## src/rtl/ssm_pkg.sv

```systemverilog
package ssm_pkg;
  typedef enum logic {
    SSM_IDLE = 1'b0,
    SSM_RUN  = 1'b1
  } ssm_state_e;
endpackage

```

## src/rtl/ssm_rst_sync.sv

```systemverilog
module ssm_rst_sync #(
  parameter int STAGES = 2
) (
  input  logic clk,
  input  logic rst_n,
  output logic srst_n
);
  logic [STAGES-1:0] sync_q;

  always_ff @(posedge clk or negedge rst_n) begin
    if (!rst_n) sync_q <= '0;
    else        sync_q <= {sync_q[STAGES-2:0], 1'b1};
  end

  assign srst_n = sync_q[STAGES-1];
endmodule

```

## src/rtl/ssm_div.sv

```systemverilog
module ssm_div #(
  parameter int NUM_W = 9,
  parameter int DEN_W = 5
) (
  input  logic [NUM_W-1:0] num,
  input  logic [DEN_W-1:0] den,
  output logic [NUM_W-1:0] quo
);
  logic [NUM_W:0][DEN_W-1:0] rem;

  assign rem[0] = '0;

  for (genvar i = 0; i < NUM_W; i++) begin : g_stage
    logic [DEN_W:0] trial;
    logic           ge;
    assign trial = {rem[i], num[NUM_W-1-i]};
    assign ge    = trial >= {1'b0, den};
    assign quo[NUM_W-1-i] = ge;
    assign rem[i+1] = ge ? DEN_W'(trial - {1'b0, den}) : DEN_W'(trial);
  end
endmodule

```

## src/rtl/ssm_scale.sv

```systemverilog
module ssm_scale #(
  parameter int CNT_W = 4,
  parameter int PK_W  = 4,
  localparam int N_W    = CNT_W + 1,
  localparam int T_W    = CNT_W + 2,
  localparam int OFS_W  = PK_W + 1,
  localparam int PROD_W = PK_W + N_W
) (
  input  logic signed [T_W-1:0]   pos,
  input  logic        [N_W-1:0]   span,
  input  logic        [PK_W-1:0]  peak,
  output logic signed [OFS_W-1:0] ofs
);
  logic [N_W-1:0]    mag;
  logic [PROD_W-1:0] prod;
  logic [PROD_W-1:0] quo;
  logic [OFS_W-1:0]  quo_s;

  always_comb begin
    mag  = (pos < 0) ? N_W'(-pos) : N_W'(pos);
    prod = PROD_W'(peak) * PROD_W'(mag);
  end

  ssm_div #(.NUM_W(PROD_W), .DEN_W(N_W)) u_div (
    .num (prod),
    .den (span),
    .quo (quo)
  );

  always_comb begin
    quo_s = OFS_W'(quo);
    ofs   = (pos < 0) ? -$signed(quo_s) : $signed(quo_s);
  end
endmodule

```

## src/rtl/ssm_seq.sv

```systemverilog
module ssm_seq
  import ssm_pkg::*;
#(
  parameter int CNT_W    = 4,
  parameter int PK_W     = 4,
  parameter int DEPTH_LO = 4,
  parameter int DEPTH_HI = 8,
  localparam int N_W = CNT_W + 1,
  localparam int T_W = CNT_W + 2
) (
  input  logic                  clk,
  input  logic                  srst_n,
  input  logic                  ss_en,
  input  logic                  depth_sel,
  input  logic [CNT_W-1:0]      up_cnt,
  input  logic [CNT_W-1:0]      dn_cnt,
  input  logic                  step_tick,
  output logic                  run_q,
  output logic                  dir_q,
  output logic [PK_W-1:0]       pk_q,
  output logic                  dir_nxt,
  output logic signed [T_W-1:0] t_nxt,
  output logic [N_W-1:0]        n_nxt,
  output logic [PK_W-1:0]       pk_nxt
);
  ssm_state_e            state_q, state_nxt;
  logic signed [T_W-1:0] t_q;
  logic [N_W-1:0]        n_q;
  logic [N_W-1:0]        up_eff, dn_eff;
  logic [PK_W-1:0]       pk_sel;
  logic signed [T_W-1:0] n_s;

  always_comb begin
    up_eff = (up_cnt == '0) ? N_W'(1) : {1'b0, up_cnt};
    dn_eff = (dn_cnt == '0) ? N_W'(1) : {1'b0, dn_cnt};
    pk_sel = depth_sel ? PK_W'(DEPTH_HI) : PK_W'(DEPTH_LO);
    n_s    = $signed({1'b0, n_q});
  end

  always_comb begin
    state_nxt = state_q;
    dir_nxt   = dir_q;
    t_nxt     = t_q;
    n_nxt     = n_q;
    pk_nxt    = pk_q;
    if (step_tick) begin
      if (state_q == SSM_IDLE) begin
        if (ss_en) begin
          state_nxt = SSM_RUN;
          dir_nxt   = 1'b1;
          t_nxt     = '0;
          n_nxt     = up_eff;
          pk_nxt    = pk_sel;
        end
      end else if (!ss_en) begin
        state_nxt = SSM_IDLE;
        dir_nxt   = 1'b0;
        t_nxt     = '0;
      end else if (dir_q) begin
        if (t_q >= n_s) begin
          dir_nxt = 1'b0;
          n_nxt   = dn_eff;
          pk_nxt  = pk_sel;
          t_nxt   = $signed({1'b0, dn_eff}) - T_W'(1);
        end else begin
          t_nxt = t_q + T_W'(1);
        end
      end else begin
        if (t_q <= -n_s) begin
          dir_nxt = 1'b1;
          n_nxt   = up_eff;
          pk_nxt  = pk_sel;
          t_nxt   = T_W'(1) - $signed({1'b0, up_eff});
        end else begin
          t_nxt = t_q - T_W'(1);
        end
      end
    end
  end

  always_ff @(posedge clk or negedge srst_n) begin
    if (!srst_n) begin
      state_q <= SSM_IDLE;
      dir_q   <= 1'b0;
      t_q     <= '0;
      n_q     <= N_W'(1);
      pk_q    <= PK_W'(DEPTH_LO);
    end else if (step_tick) begin
      state_q <= state_nxt;
      dir_q   <= dir_nxt;
      t_q     <= t_nxt;
      n_q     <= n_nxt;
      pk_q    <= pk_nxt;
    end
  end

  assign run_q = (state_q == SSM_RUN);
endmodule

```

## src/rtl/ssm_gen.sv

```systemverilog
module ssm_gen #(
  parameter int CNT_W    = 4,
  parameter int DEPTH_LO = 4,
  parameter int DEPTH_HI = 8,
  localparam int PK_W  = $clog2(DEPTH_HI + 1),
  localparam int OFS_W = PK_W + 1,
  localparam int N_W   = CNT_W + 1,
  localparam int T_W   = CNT_W + 2
) (
  input  logic                    clk,
  input  logic                    rst_n,
  input  logic                    ss_en,
  input  logic                    depth_sel,
  input  logic [CNT_W-1:0]        up_cnt,
  input  logic [CNT_W-1:0]        dn_cnt,
  input  logic                    step_tick,
  output logic signed [OFS_W-1:0] ofs,
  output logic                    dir_up
);
  logic                    srst_n;
  logic                    run_q, dir_q, dir_nxt;
  logic [PK_W-1:0]         pk_q, pk_nxt;
  logic signed [T_W-1:0]   t_nxt;
  logic [N_W-1:0]          n_nxt;
  logic signed [OFS_W-1:0] ofs_calc, ofs_d, ofs_q;

  ssm_rst_sync #(.STAGES(2)) u_rst (
    .clk    (clk),
    .rst_n  (rst_n),
    .srst_n (srst_n)
  );

  ssm_seq #(
    .CNT_W(CNT_W), .PK_W(PK_W), .DEPTH_LO(DEPTH_LO), .DEPTH_HI(DEPTH_HI)
  ) u_seq (
    .clk       (clk),
    .srst_n    (srst_n),
    .ss_en     (ss_en),
    .depth_sel (depth_sel),
    .up_cnt    (up_cnt),
    .dn_cnt    (dn_cnt),
    .step_tick (step_tick),
    .run_q     (run_q),
    .dir_q     (dir_q),
    .pk_q      (pk_q),
    .dir_nxt   (dir_nxt),
    .t_nxt     (t_nxt),
    .n_nxt     (n_nxt),
    .pk_nxt    (pk_nxt)
  );

  ssm_scale #(.CNT_W(CNT_W), .PK_W(PK_W)) u_scale (
    .pos  (t_nxt),
    .span (n_nxt),
    .peak (pk_nxt),
    .ofs  (ofs_calc)
  );

  always_comb begin
    ofs_d = step_tick ? ofs_calc : ofs_q;
  end

  always_ff @(posedge clk or negedge srst_n) begin
    if (!srst_n) ofs_q <= '0;
    else         ofs_q <= ofs_d;
  end

  assign ofs    = ofs_q;
  assign dir_up = dir_q & run_q;

  logic unused_dir_nxt;
  assign unused_dir_nxt = dir_nxt;
endmodule

```

## config.mk

```make
export PLATFORM = sky130hd
export DESIGN_NAME = ssm_gen
export DESIGN_NICKNAME = d
export VERILOG_FILES = /design/src/rtl/ssm_pkg.sv /design/src/rtl/ssm_rst_sync.sv /design/src/rtl/ssm_div.sv /design/src/rtl/ssm_scale.sv /design/src/rtl/ssm_seq.sv /design/src/rtl/ssm_gen.sv
export SDC_FILE = /design/constraint.sdc
export NUM_CORES = 1
export LEC_CHECK = 0
export ABC_AREA = 1
export CORE_ASPECT_RATIO = 0.5
export CORE_MARGIN = 4
export CORE_UTILIZATION = 60
export CTS_CLUSTER_DIAMETER = 60
export DETAILED_ROUTE_END_ITERATION = 7
export GPL_ROUTABILITY_DRIVEN = 0
export PLACE_DENSITY = 0.9
export SYNTH_ARGS = -nofsm -noshare
export SYNTH_HDL_FRONTEND = slang
export SYNTH_SLANG_ARGS = --single-unit
```

## constraint.sdc

```tcl
create_clock -name clk -period 1.3 [get_ports clk]
set_input_delay 0.325 -clock clk [delete_from_list [all_inputs] [get_ports clk]]
set_output_delay 0.325 -clock clk [all_outputs]
set_load 0.01 [all_outputs]
```

==> run summary, run 1 <==
The flow did not finish. Progress stopped at 4_1_cts. The tool reported: "[ERROR DPL-0038] Utilization greater than 100%, impossible to legalize". The die span in y came out at 70.3 µm. The count of port buffers added during placement came out at 18. The post-synthesis net count came out at 759. No sink is reached through more buffers than the 2 on the longest clock path. The instance count of the mapped netlist came out at 661. The synthesis warning total came out at 0.

The number of flops mapped to enable cells by yosys is 0. Once the clock tree was built, the resizer swapped 125 gates to a different size. The count of H-tree levels built during CTS is 1.

The share of synthesized area occupied by flip-flops and latches is 12.9%. The I/O pin total came out at 19. The number of hold-repair buffers added at the cts stage is 0. The post-CTS setup repair buffer count came out at 75.

A synthesized cell averages 7.05 µm². After synthesis, the share of flip-flops with an asynchronous set or reset is 100%. The number of CTS-inserted buffers came out at 3. The mapped netlist covers 4660 µm².

The number of clock sinks came out at 24. The root buffer selected by CTS is sky130_fd_sc_hd__clkbuf_16. The initial standard-cell utilization of the core came out at 62.7%. Once placement completed, the tool counted placed cells totaling 988. The HPWL after detailed placement is 17.2 mm. The count of unique library cells instantiated by Yosys came out at 49.

The register bit total from synthesis came out at 24. The die span in x is 133 µm. Among all flip-flop cells after synthesis, the most frequent one is sky130_fd_sc_hd__dfrtp_1.

The number of cell rows is 22.
cell usage after synthesis, types with 2 or more instances:
master	number	area (µm²)
sky130_fd_sc_hd__nand2_1	134	503
sky130_fd_sc_hd__inv_1	101	379
sky130_fd_sc_hd__ha_1	72	901
sky130_fd_sc_hd__nor2_1	53	199
sky130_fd_sc_hd__nand3_1	52	260
sky130_fd_sc_hd__o21ai_0	28	140
sky130_fd_sc_hd__a21oi_1	26	130
sky130_fd_sc_hd__dfrtp_1	22	551
sky130_fd_sc_hd__xor2_1	22	193
sky130_fd_sc_hd__xnor2_1	17	149
sky130_fd_sc_hd__nand2_2	14	87.6
sky130_fd_sc_hd__fa_1	13	260
sky130_fd_sc_hd__a21o_1	7	52.6
sky130_fd_sc_hd__a221oi_1	7	61.3
sky130_fd_sc_hd__nand2_4	7	78.8
sky130_fd_sc_hd__nand4_1	7	43.8
sky130_fd_sc_hd__nor3_1	7	35.0
sky130_fd_sc_hd__nand3_4	6	105
sky130_fd_sc_hd__nor2_2	5	31.3
sky130_fd_sc_hd__inv_2	4	15.0
sky130_fd_sc_hd__nand3_2	4	40.0
sky130_fd_sc_hd__o21a_1	4	30.0
sky130_fd_sc_hd__a21boi_0	3	22.5
sky130_fd_sc_hd__a31oi_1	3	18.8
sky130_fd_sc_hd__o2111ai_1	3	26.3
sky130_fd_sc_hd__o211ai_1	3	22.5
sky130_fd_sc_hd__o21ai_1	3	15.0
sky130_fd_sc_hd__o21ai_2	3	26.3
sky130_fd_sc_hd__or2_2	3	18.8
sky130_fd_sc_hd__a22oi_1	2	15.0
sky130_fd_sc_hd__buf_6	2	22.5
sky130_fd_sc_hd__clkbuf_1	2	7.51
sky130_fd_sc_hd__dfstp_2	2	52.6
sky130_fd_sc_hd__nand3b_1	2	15.0
sky130_fd_sc_hd__nor2_4	2	22.5
sky130_fd_sc_hd__o221ai_1	2	17.5
sky130_fd_sc_hd__o22ai_1	2	12.5
through the flow:
stage	hold slack, ns	setup WS, ns	TNS (ns)	util (%)	area, µm²
2_1_floorplan	0.0294	-14.70	-89.36	-	4940
3_3_place_gp	0.209	-14.37	-92.39	92.1	6840
3_5_place_dp	0.218	-16.31	-106.07	92.1	6840
cell families after synthesis:
logic type,after synthesis,share of synthesized area [%]
adders and majority gates,85,24.9
muxes,1,0.215
other,1,0.0805
AOI/OAI and AO/OA,101,13.8
buffers and inverters,112,9.40
and+or+nand+nor,298,31.3
xor gates and xnor gates,39,7.33
DFF,24,12.9
==> run 2: changes to the inputs <==
--- a/config.mk
+++ b/config.mk
@@ -6,13 +6,11 @@
 export NUM_CORES = 1
 export LEC_CHECK = 0
 export ABC_AREA = 1
-export CORE_ASPECT_RATIO = 0.5
 export CORE_MARGIN = 4
-export CORE_UTILIZATION = 60
-export CTS_CLUSTER_DIAMETER = 60
+export CORE_UTILIZATION = 40
 export DETAILED_ROUTE_END_ITERATION = 7
 export GPL_ROUTABILITY_DRIVEN = 0
-export PLACE_DENSITY = 0.9
+export PLACE_DENSITY_LB_ADDON = 0.15
 export SYNTH_ARGS = -nofsm -noshare
 export SYNTH_HDL_FRONTEND = slang
 export SYNTH_SLANG_ARGS = --single-unit
==> run summary, run 2 <==
The DRC violation total after the first TritonRoute iteration came out at 246. After routing, the total negative slack on setup checks comes to -94.42 ns. The post-route cell area came out at 7980 µm². The transition time of the tightest slew-check pin is 0.490 ns.

Counting flops with an async set or reset pin after synthesis yields a share of 100%. By area the synthesized netlist is led by sky130_fd_sc_hd__ha_1, sky130_fd_sc_hd__dfrtp_1, sky130_fd_sc_hd__nand2_1. The total inserted antenna cells is 0. The number of CTS-inserted buffers is 3. The share of post-route cells with drive strength above 1 came out at 48.8%.

The average vias per placed instance came out at 5.04. The HPWL after detailed placement is 12.1 mm. Counting stages on the worst path, the most repeated cell is sky130_fd_sc_hd__nand2_1. The pin count of the biggest net entering global routing came out at 23.

The most common cell in the synthesized netlist is sky130_fd_sc_hd__nand2_1. Setup repair after global routing could not meet its margin everywhere. Once placement finished, the instance area stood at 6960 µm².

The later pin in the worst-skew pair is clocked with a latency of 0.26 ns. The arrival time reported for the critical path endpoint came out at 15.76 ns. The number of cells in the design after placement is 1,043. The final worst slack is -14.28 ns.

The amount of wire on met2 after detailed routing is 8.27 mm. In this run, post-CTS hold repair placed 0 buffers. The TritonCTS clock tree is built. Headroom to the max-slew limit came out at 67.0%. The die span in x is 116 µm. The largest fanout on the critical path came out at 6. The detailed-route via count came out at 5,567. The worst setup path is of the reg2reg kind. The number of design rule violations left after detail routing came out at 0.

The number of antenna violations at the first check in global routing came out at 0. The number of global-route vias before repair came to 5,879. The number of cell rows came out at 39. The top cell types in the final layout, fill and taps aside, are sky130_fd_sc_hd__buf_4, sky130_fd_sc_hd__nand2_1, sky130_fd_sc_hd__inv_1, sky130_fd_sc_hd__ha_1, sky130_fd_sc_hd__nor2_1. The synthesized area per cell is 7.05 µm². The tree is rooted in a sky130_fd_sc_hd__clkbuf_16. The count of unique library cells instantiated by Yosys came out at 49.

The final count of pins violating max slew came to 0. The register with the most flip-flops in the layout has 6 of them. The global-route usage over all layers came out at 24.0%. The largest individual stage delay along the critical path comes from the cell sky130_fd_sc_hd__dfstp_2.

For this run, the number of standard cells in the final layout without fillers is 1,104. The register bit total from synthesis came out at 24. The max capacitance violation total is 0. The final-report setup violation count came out at 22. The worst clock skew came out at 0.00286 ns. The count of port buffers added during placement came out at 18.

The length of routed met3 wiring is 512 µm. The wire length of the first global-routing pass came out at 26.5 mm. Leaving out fill and tap cells, the most frequent cell in the layout is sky130_fd_sc_hd__buf_4. The area of all sequential standard cells is 603 µm². The delay of the slowest critical-path stage is 0.57 ns. The number of nets at the end of the flow is 1,060. Yosys printed 0 warnings. The sort of element at the end of the critical path is a register. The total standard cell area after synthesis is 4660 µm². Data on the critical path is required at its endpoint by 1.48 ns. The die area came out at 13,400 µm². Summing all multi-input logic gate instances after layout gives 4330 µm². Based on the critical path, the design can be clocked at up to 0.0642 GHz. Dividing the final minimum period by the clock period gives 1200%. The core footprint is 11,400 µm².

Once detail routing completed, the nets flagged for antenna violations numbered 0. The count of H-tree levels built during CTS came out at 1. The die span in y is 116 µm.

For this run, the detailed router's first-pass iteration total came to 5. Relative to the synthesized area, the layout overhead comes to 71.3%. The run finished, with violations left. The share of synthesized area occupied by flip-flops and latches came out at 12.9%. The met1 wire length is 6.89 mm. The final routed wirelength across all metal layers came out at 16.1 mm. The wire length per cell after detailed routing came out at 14.6 µm. The instance count of the mapped netlist is 661. Once the floorplan was initialized, standard cells occupied 40.8% of the core. The tree built by TritonCTS fans out to 24 sinks. The top cell type by area accounts for 19.3% of the synthesized area. Of all cell types, the one taking the most synthesized area is sky130_fd_sc_hd__ha_1. The clock-pin slew on the worst setup and hold paths came out at 0.07 ns. The predominant post-synthesis flop cell is sky130_fd_sc_hd__dfrtp_1. The leftover overflow at the end of global routing is 0.

The worst setup path is launched from a register. The worst path in the final design needs a cycle of 15.58 ns, including I/O delays and setup. The final count of hold timing violations is 0. Yosys mapped a number of flops with a built-in enable equal to 0. The I/O pin total is 19. Routed signal wires occupy layers up through met4. The buffer levels on the longest clock path came out at 2. The number of nets in the synthesized netlist is 759. The top register by number of flip-flops is u_seq.t_q. The layout filler cell count is 905. The path class of the tightest hold or removal check is in2async. The checks that failed: setup timing. In the synthesized netlist, the cells that appear most often are sky130_fd_sc_hd__nand2_1, sky130_fd_sc_hd__inv_1, sky130_fd_sc_hd__ha_1.
[run 2: layer usage]
| layer | track usage, % | vias up |
|---|---|---|
| met1 | 30.0 | 2612 |
| met4 | 6.50 | 0 |
| li1 | - | 2784 |
| met5 | 0 | - |
| met3 | 1.25 | 42 |
| met2 | 44.7 | 129 |
[run 2: layout make-up]
class | count | share of cell area [%]
Sequential cell | 24 | 7.56
Clock buffer | 3 | 0.941
Timing Repair Buffer | 301 | 29.3
Inverter | 107 | 5.27
Multi-Input combinational cell | 525 | 54.3
Tap cell | 143 | 2.24
Clock inverter | 1 | 0.376
[run 2: timing repair]
item | CTS | global route
setup endpoints to repair | 27 | 23
gates cloned | 0 | 0
buffers inserted | 44 | 16
gates resized for setup | 70 | 52
pin swaps | 54 | 17
[run 2: per-stage QoR]
stage          hold WS, ns  worst slack, ns  utilization, %
3_5_place_dp         0.228           -15.05            61.0
2_1_floorplan       0.0294           -14.70               -
4_1_cts              0.219           -14.17            67.0
5_1_grt              0.224           -15.29            69.9
6_report             0.216           -14.28            69.9
3_3_place_gp         0.222           -14.55            61.0
[run 2: path summary, 6_finish.rpt]
| kind | depth (start not counted) | endpoint | startpoint | slack, ns |
|---|---|---|---|---|
| min in group clk | 0 | u_rst.sync_q[1]$_DFF_PN0_ | u_rst.sync_q[0]$_DFF_PN0_ | 0.36 |
| hold / removal | 1 | u_rst.sync_q[1]$_DFF_PN0_ | rst_n | 0.22 |
| max in group asynchronous | 1 | u_seq.n_q[0]$_DFFE_PN1P_ | u_rst.sync_q[1]$_DFF_PN0_ | 0.78 |
| hold reg to reg | 1 | u_seq.pk_q[1]$_DFFE_PN0P_ | u_rst.sync_q[1]$_DFF_PN0_ | 0.22 |
| setup / recovery | 104 | ofs[2]$_DFFE_PN0P_ | u_seq.n_q[0]$_DFFE_PN1P_ | -14.28 |
| setup reg to reg | 104 | ofs[2]$_DFFE_PN0P_ | u_seq.n_q[0]$_DFFE_PN1P_ | -14.28 |
[run 2: cell families after synthesis]
kind of cell	after synthesis	synth area share, %
AO/OA/AOI/OAI	101	13.8
XOR/XNOR	39	7.33
adder cells (fa/ha/maj)	85	24.9
buffers and inverters	112	9.40
flip-flops	24	12.9
multiplexers	1	0.215
other	1	0.0805
AND/OR/NAND/NOR	298	31.3
[run 2: critical path, delay by kind of cell (launching register included)]
family | cells | cell delay (ns)
flops | 1 | 0.57
xor+xnor | 2 | 0.41
fa+ha+maj | 14 | 4.43
simple gates | 44 | 4.37
compound gates | 31 | 4.37
mux | 1 | 0.22
buf+inv | 12 | 1.04
Power of run 2 is not shown: default switching activity piles up to over one toggle a cycle in this logic, so the estimate is an artifact.
==> run 3: changes to the inputs <==
--- a/config.mk
+++ b/config.mk
@@ -10,6 +10,7 @@
 export CORE_UTILIZATION = 40
 export DETAILED_ROUTE_END_ITERATION = 7
 export GPL_ROUTABILITY_DRIVEN = 0
+export MAX_ROUTING_LAYER = met4
 export PLACE_DENSITY_LB_ADDON = 0.15
 export SYNTH_ARGS = -nofsm -noshare
 export SYNTH_HDL_FRONTEND = slang
==> run summary, run 3 (synthesis results as in run 2) <==
The number of CTS-inserted buffers came out at 3. The final count of hold timing violations came to 0. The buffer levels on the longest clock path is 2.

The final-report setup violation count is 22. The global-route usage over all layers came out at 24.7%. In this run the horizontal extent of the chip is 116 µm.

The count of H-tree levels built during CTS is 1. The layout filler cell count came out at 905. The floorplan step defined a die boundary enclosing 13,400 µm².

Summing all multi-input logic gate instances after layout gives 4330 µm². The depth of the worst register-to-register path is 104. The final worst slack is -14.27 ns.

The startpoint of the most critical register-to-register path is u_seq.n_q[0]$_DFFE_PN1P_. The transition time of the tightest slew-check pin came out at 0.491 ns. The number of antenna violations at the first check in global routing is 0. The number of buffers and inverters on the critical path came out at 11. The clock period minus final worst setup slack came out at 15.57 ns. STA puts the critical path data arrival time at 15.72 ns. The number of hold-repair buffers added at the cts stage is 0. The count of port buffers added during placement is 18.

The register with the most flip-flops in the layout has 6 of them. The remaining antenna violation count after routing came out at 0. The highest attainable clock frequency is 0.0642 GHz.

On the final layout, the worst clock skew is 0.00351 ns. The endpoint identified for the worst register-to-register timing path is ofs[4]$_DFFE_PN0P_. The checks that failed: setup timing.

The max capacitance violation total is 0. Among all stages on the critical path, the largest delay is contributed by sky130_fd_sc_hd__dfstp_2. The number of clock sinks came out at 24. Summing all flip-flop and latch instances after layout gives 603 µm². The largest fanout on the critical path came out at 6. Counting flops per register, the top entry is u_seq.t_q. The top cell types in the final layout, fill and taps aside, are sky130_fd_sc_hd__buf_4, sky130_fd_sc_hd__nand2_1, sky130_fd_sc_hd__inv_1, sky130_fd_sc_hd__ha_1, sky130_fd_sc_hd__nor2_1. After detailed routing, the average wire length per cell comes to 14.6 µm. Measured along the y axis, the die boundary spans 116 µm. The tree is rooted in a sky130_fd_sc_hd__clkbuf_16.

The initial standard-cell utilization of the core is 40.8%. The leftover overflow at the end of global routing is 0. The post-synthesis to final-layout area growth is 71.3%. The worst register-to-register path has a setup slack of -14.27 ns. The number of iterations in the first detailed-routing pass came out at 5. The DRC violation total after the first TritonRoute iteration is 260. The clock-pin slew on the worst setup and hold paths came out at 0.07 ns. The HPWL after detailed placement is 12.1 mm.

The final sum of negative setup slack is -94.35 ns. The classification of the worst setup path is reg2reg. The wire length of the first global-routing pass came out at 26.5 mm. The clock insertion delay at the later pin of the skew report came out at 0.26 ns. After detailed routing, the number of remaining DRC violations is 0. The delay of the slowest critical-path stage came out at 0.57 ns.

STA classifies the critical path endpoint as a register. The final count of pins violating max slew is 0. The final routed wirelength across all metal layers is 16.1 mm. The number of global-route vias before repair is 5,883. The flow ran to the end, but the final reports show violations. In the final design database the tool counted 1,060 nets. The classification of the worst-slack hold path is in2async. The core footprint is 11,400 µm². The average vias per placed instance is 5.05. STA classifies the critical path startpoint as a register. The TritonCTS clock tree is built. After layout, the worst path uses 1200% of the clock period. The detailed-route via count came out at 5,576.

Broken down by cell family, the worst path's largest delay share belongs to simple AND/OR/NAND/NOR gates. The data required time of the critical path is 1.45 ns. 0 antenna diodes ended up in the layout. The I/O pin total came out at 19. Setup repair after global routing could not meet its margin everywhere. The share of post-route cells with drive strength above 1 came out at 48.8%. The number of cell rows came out at 39. The max-slew headroom at the worst pin is 66.9%. Entering global routing, the biggest net connects 23 pins. The most frequent standard cell in the layout excluding fill and tap cells is sky130_fd_sc_hd__buf_4.
[run 3: cell counts in the layout (fill, tap and decap cells not counted)]
Identical to the previous run, type by type.
[run 3: layer usage]
metal / vias up / GRT usage [%] / wire length (µm)
met5: - / - / 0
met4: 0 / 6.50 / 496
met3: 43 / 1.25 / 576
met2: 135 / 44.7 / 8220
met1: 2614 / 30.0 / 6790
li1: 2784 / - / -
[run 3: timing repair]
item                       CTS  global route
resized for setup           70            52
buffers inserted            44            16
cloned                       0             0
pin swaps                   54            17
setup endpoints to repair   27            23
[run 3: cell type report]
type                            count  area share (%)
Tap cell                          143            2.24
Timing Repair Buffer              301            29.3
Multi-Input combinational cell    525            54.3
Clock buffer                        3           0.941
Sequential cell                    24            7.56
Clock inverter                      1           0.376
Inverter                          107            5.27
[run 3: worst max path at each step]
stage | startpoint | to | slack [ns] | cells past startpoint
2_1_floorplan | u_seq.n_q[0]$_DFFE_PN1P_ | ofs[4]$_DFFE_PN0P_ | -14.70 | 104
3_3_place_gp | u_seq.n_q[0]$_DFFE_PN1P_ | ofs[4]$_DFFE_PN0P_ | -14.55 | 104
3_5_place_dp | u_seq.n_q[0]$_DFFE_PN1P_ | ofs[4]$_DFFE_PN0P_ | -15.05 | 103
4_1_cts | u_seq.n_q[0]$_DFFE_PN1P_ | ofs[2]$_DFFE_PN0P_ | -14.17 | 102
5_1_grt | u_seq.n_q[0]$_DFFE_PN1P_ | ofs[4]$_DFFE_PN0P_ | -15.29 | 108
6_report | u_seq.n_q[0]$_DFFE_PN1P_ | ofs[4]$_DFFE_PN0P_ | -14.27 | 104
[run 3: stage by stage]
| step | hold slack [ns] | area (µm²) | utilization, % | setup WS [ns] | cells |
|---|---|---|---|---|---|
| after floorplan | 0.0294 | 4940 | - | -14.70 | 661 |
| after global placement | 0.222 | 6960 | 61.0 | -14.55 | 1043 |
| after detailed placement | 0.228 | 6960 | 61.0 | -15.05 | 1043 |
| after CTS | 0.219 | 7650 | 67.0 | -14.17 | 1090 |
| after global routing | 0.224 | 7980 | 69.9 | -15.29 | 1104 |
| final | 0.216 | 7980 | 69.9 | -14.27 | 1104 |
Power of run 3 is left out for the same reason.
